**src/rtl/dma2d_pkg.sv**
```systemverilog
package dma2d_pkg;
  typedef enum logic {
    ST_IDLE = 1'b0,
    ST_RUN  = 1'b1
  } seq_state_e;
endpackage

```
**src/rtl/dma2d_seq.sv**
```systemverilog
module dma2d_seq #(
  parameter int CNT_W = 16
) (
  input  logic             clk,
  input  logic             rst_n,
  input  logic             start,
  input  logic [CNT_W-1:0] row_len,
  input  logic [CNT_W-1:0] rows,
  input  logic             wrap,
  input  logic             ready,
  output logic             launch,
  output logic             rewind,
  output logic             step_in,
  output logic             step_out,
  output logic             busy,
  output logic             done,
  output logic             err
);
  import dma2d_pkg::*;

  localparam logic [CNT_W-1:0] ONE = CNT_W'(1);

  seq_state_e       st_q, st_d;
  logic [CNT_W-1:0] len_q, rows_q;
  logic [CNT_W-1:0] x_q, x_d, y_q, y_d;
  logic             wrap_q;
  logic             err_q, err_d;
  logic             done_q, done_d;
  logic             idle, zero_cfg, bad_start, fire, row_end, last_elem, finish;
  logic             cnt_en;

  always_comb begin
    idle      = (st_q == ST_IDLE);
    zero_cfg  = (row_len == '0) || (rows == '0);
    launch    = idle && start && !zero_cfg;
    bad_start = idle && start && zero_cfg;
    fire      = (st_q == ST_RUN) && ready;
    row_end   = (x_q == ONE);
    last_elem = row_end && (y_q == ONE);
    rewind    = fire && last_elem && wrap_q;
    finish    = fire && last_elem && !wrap_q;
    step_out  = fire && row_end && !last_elem;
    step_in   = fire && !row_end;
    cnt_en    = launch || fire;
  end

  always_comb begin
    st_d = st_q;
    if (launch)      st_d = ST_RUN;
    else if (finish) st_d = ST_IDLE;

    x_d = x_q;
    y_d = y_q;
    if (launch) begin
      x_d = row_len;
      y_d = rows;
    end else if (rewind) begin
      x_d = len_q;
      y_d = rows_q;
    end else if (step_out) begin
      x_d = len_q;
      y_d = y_q - ONE;
    end else if (step_in) begin
      x_d = x_q - ONE;
    end

    err_d = err_q;
    if (bad_start)   err_d = 1'b1;
    else if (launch) err_d = 1'b0;

    done_d = finish;
  end

  always_ff @(posedge clk or negedge rst_n) begin
    if (!rst_n) begin
      st_q   <= ST_IDLE;
      err_q  <= 1'b0;
      done_q <= 1'b0;
    end else begin
      st_q   <= st_d;
      err_q  <= err_d;
      done_q <= done_d;
    end
  end

  always_ff @(posedge clk or negedge rst_n) begin
    if (!rst_n) begin
      len_q  <= '0;
      rows_q <= '0;
      wrap_q <= 1'b0;
    end else if (launch) begin
      len_q  <= row_len;
      rows_q <= rows;
      wrap_q <= wrap;
    end
  end

  always_ff @(posedge clk or negedge rst_n) begin
    if (!rst_n) begin
      x_q <= '0;
      y_q <= '0;
    end else if (cnt_en) begin
      x_q <= x_d;
      y_q <= y_d;
    end
  end

  assign busy = (st_q == ST_RUN);
  assign done = done_q;
  assign err  = err_q;
endmodule

```
**src/rtl/dma2d_addr.sv**
```systemverilog
module dma2d_addr #(
  parameter int ADDR_W = 32,
  parameter int INC_W  = 16
) (
  input  logic              clk,
  input  logic              rst_n,
  input  logic [ADDR_W-1:0] base,
  input  logic [INC_W-1:0]  step,
  input  logic [INC_W-1:0]  skip,
  input  logic              launch,
  input  logic              rewind,
  input  logic              step_in,
  input  logic              step_out,
  output logic [ADDR_W-1:0] addr
);
  localparam int EXT_W = ADDR_W - INC_W;

  logic [ADDR_W-1:0] base_q, a_q, a_d;
  logic [INC_W-1:0]  step_q, skip_q;
  logic [ADDR_W-1:0] step_x, skip_x;
  logic              a_en;

  always_comb begin
    step_x = {{EXT_W{step_q[INC_W-1]}}, step_q};
    skip_x = {{EXT_W{skip_q[INC_W-1]}}, skip_q};
    a_en   = launch || rewind || step_in || step_out;
    a_d    = a_q;
    if (launch)        a_d = base;
    else if (rewind)   a_d = base_q;
    else if (step_out) a_d = a_q + skip_x;
    else if (step_in)  a_d = a_q + step_x;
  end

  always_ff @(posedge clk or negedge rst_n) begin
    if (!rst_n) begin
      base_q <= '0;
      step_q <= '0;
      skip_q <= '0;
    end else if (launch) begin
      base_q <= base;
      step_q <= step;
      skip_q <= skip;
    end
  end

  always_ff @(posedge clk or negedge rst_n) begin
    if (!rst_n)    a_q <= '0;
    else if (a_en) a_q <= a_d;
  end

  assign addr = a_q;
endmodule

```
**src/rtl/dma2d_prio.sv**
```systemverilog
module dma2d_prio #(
  parameter int FIFO_DEPTH = 16,
  parameter int LVL_W      = $clog2(FIFO_DEPTH + 1)
) (
  input  logic             busy,
  input  logic [LVL_W-1:0] fill,
  output logic             req,
  output logic             urgent
);
  localparam int               URG_INT  = (FIFO_DEPTH * 3) / 4;
  localparam logic [LVL_W-1:0] FULL_LVL = LVL_W'(FIFO_DEPTH);
  localparam logic [LVL_W-1:0] URG_LVL  = LVL_W'(URG_INT);

  always_comb begin
    req    = busy && (fill < FULL_LVL);
    urgent = busy && (fill <= URG_LVL);
  end
endmodule

```
**src/rtl/dma2d_addr_gen.sv**
```systemverilog
module dma2d_addr_gen #(
  parameter int ADDR_W     = 32,
  parameter int CNT_W      = 16,
  parameter int INC_W      = 16,
  parameter int FIFO_DEPTH = 16,
  parameter int LVL_W      = $clog2(FIFO_DEPTH + 1)
) (
  input  logic              clk,
  input  logic              rst_n,
  input  logic [ADDR_W-1:0] cfg_base,
  input  logic [CNT_W-1:0]  cfg_row_len,
  input  logic [INC_W-1:0]  cfg_step,
  input  logic [CNT_W-1:0]  cfg_rows,
  input  logic [INC_W-1:0]  cfg_skip,
  input  logic              cfg_wrap,
  input  logic              start,
  output logic [ADDR_W-1:0] addr,
  output logic              addr_valid,
  input  logic              addr_ready,
  output logic              busy,
  output logic              done,
  output logic              cfg_err,
  input  logic [LVL_W-1:0]  fifo_fill,
  output logic              req,
  output logic              req_urgent
);
  logic launch, rewind, step_in, step_out, busy_i;

  dma2d_seq #(.CNT_W(CNT_W)) u_seq (
    .clk      (clk),
    .rst_n    (rst_n),
    .start    (start),
    .row_len  (cfg_row_len),
    .rows     (cfg_rows),
    .wrap     (cfg_wrap),
    .ready    (addr_ready),
    .launch   (launch),
    .rewind   (rewind),
    .step_in  (step_in),
    .step_out (step_out),
    .busy     (busy_i),
    .done     (done),
    .err      (cfg_err)
  );

  dma2d_addr #(.ADDR_W(ADDR_W), .INC_W(INC_W)) u_addr (
    .clk      (clk),
    .rst_n    (rst_n),
    .base     (cfg_base),
    .step     (cfg_step),
    .skip     (cfg_skip),
    .launch   (launch),
    .rewind   (rewind),
    .step_in  (step_in),
    .step_out (step_out),
    .addr     (addr)
  );

  dma2d_prio #(.FIFO_DEPTH(FIFO_DEPTH), .LVL_W(LVL_W)) u_prio (
    .busy   (busy_i),
    .fill   (fifo_fill),
    .req    (req),
    .urgent (req_urgent)
  );

  assign busy       = busy_i;
  assign addr_valid = busy_i;
endmodule

```
**config.mk**
```make
export PLATFORM = sky130hd
export DESIGN_NAME = dma2d_addr_gen
export DESIGN_NICKNAME = d
export VERILOG_FILES = /design/src/rtl/dma2d_pkg.sv /design/src/rtl/dma2d_seq.sv /design/src/rtl/dma2d_addr.sv /design/src/rtl/dma2d_prio.sv /design/src/rtl/dma2d_addr_gen.sv
export SDC_FILE = /design/constraint.sdc
export NUM_CORES = 1
export LEC_CHECK = 0
export BUFFER_PORTS_ARGS = -buffer_cell sky130_fd_sc_hd__buf_2
export CORE_UTILIZATION = 35
export CTS_CLUSTER_DIAMETER = 30
export DETAILED_ROUTE_END_ITERATION = 6
export GPL_TIMING_DRIVEN = 0
export PLACE_DENSITY = 0.59
export RECOVER_POWER = 100
export SLEW_MARGIN = 20
export SYNTH_ARGS = -nofsm -noshare
export SYNTH_HDL_FRONTEND = slang
export SYNTH_HIERARCHICAL = 1
export SYNTH_SLANG_ARGS = --single-unit
```
**constraint.sdc**
```tcl
create_clock -name clk -period 7.06 [get_ports clk]
set_input_delay 1.412 -clock clk [delete_from_list [all_inputs] [get_ports clk]]
set_output_delay 1.412 -clock clk [all_outputs]
set_load 0.1 [all_outputs]
```
==> qor.csv <==
stage,metric,value,unit
outcome,run status,"finished, violations left",
outcome,failing checks,"max-capacitance violations, max-slew violations",
sta,Max Clk Rate,159,MHz
synth,"Seq/Total Area, Yosys",43.1,%
sta,relative slew slack,-169,%
worst_setup_path,CP Class,reg -> reg,
power_and_ir_drop,static leakage,0.00507,µW
synth,"FF+latch count, synth",164,
floorplanning,CORE AREA,26800,µm²
global_routing,first-pass GRT wire length,45600,µm
synth,prevailing post-synth register cell,dfrtp_1,
min_path,hold depth,2,
sta,setup TNS,0,ps
clocking,clk sinks,164,
floorplanning,Die W,167,µm
sta,worst-case clock skew,18.8,ps
synth,ys async rst share,100,%
synth,Syn. warnings,6,
final_layout,Fillers,2729,
final_layout,share of layout cells above drive strength 1,18.0,%
sta,Fin. Hold Viols,0,
worst_setup_path,crit path launch type,flip-flop,
worst_setup_path,worst-path fanout max,10,
sta,min cycle time layout,6300,ps
synth,Avg Inst Size Synth,9.12,µm²
placement,dpl cells,1529,
worst_setup_path,Critical Path Max Stage Delay,1010,ps
final_layout,area delta synth->final,17.8,%
placement,Detailed Place HPWL,20300,µm
final_layout,diode count,0,
worst_setup_path,"CP delay by family, top",simple AND/OR/NAND/NOR gates,
min_path,min-delay src,u_seq/rows_q[10]$_DFFE_PN0P_,
sta,worst slew pin tran,4030,ps
route,via count,8476,
worst_setup_path,worst-path cell chain,"inv_1, ha_1, or4b_1, nor4_1, nor2_1, clkbuf_1, clkbuf_1, mux2_1, ha_1, a21o_1, a21o_1, a221oi_1, nand2_1, a211o_1, a211o_1, a31oi_1, xor3_1, o221ai_2",
worst_setup_path,Reg2Reg Depth,18,
route,WL final,28700,µm
final_layout,"Net count, final",1349,
route,detailed-route wire length per cell,18.4,µm
placement,GPL Wtd Cong,0.897,
final_layout,fin util,41.9,%
synth,Gate Count Post-Synth,1044,
floorplanning,Initial Util,35.5,%
synth,Mapped Nets,1186,
clocking,Clock Latency Late Sink,440,ps
global_routing,largest net degree at the start of global routing,96,
route,Avg Vias per Cell,5.43,
power_and_ir_drop,pwr dens,348,nW/µm²
worst_setup_path,Reg2Reg Capture Point,u_addr/addr[31]$_DFFE_PN0P_,
sta,final setup vio count,0,
clocking,CTS tree,built,
min_path,end of the worst hold path,u_seq/rows_q[10]$_DFFE_PN0P_,
power_and_ir_drop,peak supply drop,394,µV
clocking,postcts setup bufs,0,
global_routing,initial antenna violation count,1,
job,Max Cap Viol,1,
clocking,Clock Path Buffers,2,
route,drt initial violations,588,
min_path,Hold Crit Class,reg -> reg,
synth,Synth cell types,74,
clocking,Post-CTS Resized,0,
sta,"Slew Viols, Final",70,
global_routing,vias in the first global route,8419,
floorplanning,I/O pin cnt,144,
clocking,hold buffer count at cts,0,
worst_setup_path,reg-to-reg startpoint,u_seq/y_q[1]$_DFFE_PN0P_,
sta,Final period util,89.3,%
worst_setup_path,CP max stage cell,nor4_1,
power_and_ir_drop,PnR Total Power,3900,µW
floorplanning,Die Y,167,µm
floorplanning,die area,27900,µm²
clocking,Worst-path clk slew,80,ps
route,DR DRC count,0,
clocking,CTS root buf,clkbuf_16,
global_routing,Total GRT Usage,21.0,%
worst_setup_path,WP depth,18,
sta,RSZ-0062 raised after global routing,false,
floorplanning,Core Rows,60,
clocking,cts bufs inserted,17,
worst_setup_path,"Req. time, crit path",7420,ps
worst_setup_path,critical path endpoint category,flip-flop,
route,drt first pass iters,5,
worst_setup_path,Buf/Inv on CP,3,
worst_setup_path,Worst Path Arrival,6660,ps
worst_setup_path,reg2reg setup slack,760,ps
final_layout,Post-Layout Cell Count,1561,
synth,number of synthesized flops with an enable pin,0,
global_routing,GRT overflow,0,
clocking,# H-tree levels,4,
placement,PortBufs,143,
route,post-route antenna net violation count,0,
synth,Synth Cell Area,9530,µm²
==> cells in the mapped netlist, drive strengths merged (2+ instances only) <==
library cell / number / area share (%)
o21bai: 6 / 0.47
o311ai: 3 / 0.28
o21ai: 82 / 4.3
or2: 4 / 0.26
nor2: 76 / 3.0
a21oi: 61 / 3.3
nand2: 189 / 7.5
and3: 4 / 0.28
xnor2: 20 / 1.8
nor3: 13 / 0.68
a22o: 5 / 0.46
nor3b: 3 / 0.24
o22ai: 10 / 0.66
buf: 12 / 0.66
inv: 28 / 1.1
a31oi: 22 / 1.4
a2bb2oi: 3 / 0.28
o2bb2ai: 2 / 0.18
nand3: 13 / 0.68
ha: 35 / 4.6
a211o: 6 / 0.56
a41oi: 2 / 0.18
o211ai: 22 / 1.7
and2: 5 / 0.33
nor4: 16 / 1.3
a21o: 20 / 1.6
o21a: 4 / 0.32
dfrtp: 164 / 43
o31ai: 5 / 0.39
a211oi: 11 / 0.92
nor2b: 4 / 0.34
nand3b: 2 / 0.16
mux2: 67 / 7.9
clkbuf: 50 / 2.0
o221ai: 9 / 0.89
or4: 8 / 0.67
or3: 4 / 0.26
mux2i: 5 / 0.53
nand4: 6 / 0.39
a221oi: 2 / 0.25
a22oi: 6 / 0.53
xor2: 20 / 1.8
==> layout by cell type, fill, tap and decap left out, drive strengths merged, types with 8 or more instances in the layout <==
master	count
a211oi	11
a21o	20
o221ai	9
nand3	13
nor2	76
nor4	16
dfrtp	164
mux2	67
nand2	189
nor3	13
ha	35
a31oi	22
xnor2	20
or4	8
buf	111
o21ai	82
a21oi	61
clkbuf	112
xor2	20
inv	35
o22ai	10
o211ai	22
==> metal layers <==
layer | share of wire, % | GRT usage [%] | vias to the layer above
li1 | - | - | 4075
met1 | 46 | 28.2 | 4072
met2 | 47 | 34.3 | 292
met3 | 5.6 | 4.04 | 35
met4 | 1.6 | 6.36 | 2
met5 | 0.042 | 0 | -
==> stage by stage <==
step / setup slack (ps) / hold slack, ps / instance area (µm²)
after floorplan: 2070 / 440 / 9530
final: 755 / 481 / 11200
after global placement: 1080 / 457 / 10700
after CTS: 939 / 480 / 11300
after global routing: 360 / 501 / 11200
after detailed placement: 1030 / 463 / 10700
==> worst min-delay path: stages, from the launching register on <==
cell and delay (ps):
dfrtp_1 350, nand2_1 50, nand2_1 50
==> state kept, by name, summed over array words and instances (netlist names) <==
signal         cells
u_seq/y_q         16
u_seq/err          1
u_seq/done         1
u_addr/addr       32
u_addr/skip_q     16
u_seq/rows_q      16
u_addr/base_q     32
u_seq/busy         1
u_addr/step_q     16
u_seq/wrap_q       1
u_seq/x_q         16
u_seq/len_q       16
==> where the power goes <==
part | switching (µW) | total [µW] | leakage, µW | internal [µW]
logic | 1230 | 1710 | 0.00277 | 476
registers | 148 | 1230 | 0.00201 | 1090
clock network | 478 | 959 | 0.000289 | 481
total | 1860 | 3900 | 0.00507 | 2040
==> how the worst max path moves through the flow <==
stage	start	endpoint	slack, ps
after global routing	u_seq/y_q[1]$_DFFE_PN0P_	u_addr/addr[28]$_DFFE_PN0P_	360
final	u_seq/y_q[1]$_DFFE_PN0P_	u_addr/addr[31]$_DFFE_PN0P_	760
after global placement	u_seq/x_q[4]$_DFFE_PN0P_	u_addr/addr[31]$_DFFE_PN0P_	1080
after floorplan	addr_ready	u_addr/addr[31]$_DFFE_PN0P_	2070
after detailed placement	u_seq/x_q[4]$_DFFE_PN0P_	u_addr/addr[31]$_DFFE_PN0P_	1030
after CTS	u_seq/x_q[4]$_DFFE_PN0P_	u_addr/addr[31]$_DFFE_PN0P_	940
==> area by class of cell <==
type                            count  area [µm²]  share of cell area [%]
Tap cell                          341         427                    3.80
Sequential cell                   164        4100                    36.6
Timing Repair Buffer              144         693                    6.18
Inverter                           28         105                   0.937
Clock inverter                     15         181                    1.62
Clock buffer                       17         425                    3.79
Multi-Input combinational cell    790        5040                    44.9
Buffer                             62         246                    2.20
==> kinds of logic after synthesis <==
logic type | Yosys count | synth area share [%]
flops | 164 | 43.1
compound gates | 289 | 19.5
xor+xnor | 41 | 3.93
simple gates | 352 | 16.5
mux | 72 | 8.45
fa+ha+maj | 36 | 4.81
buf+inv | 90 | 3.73
Power figures use the tool's default switching activity.
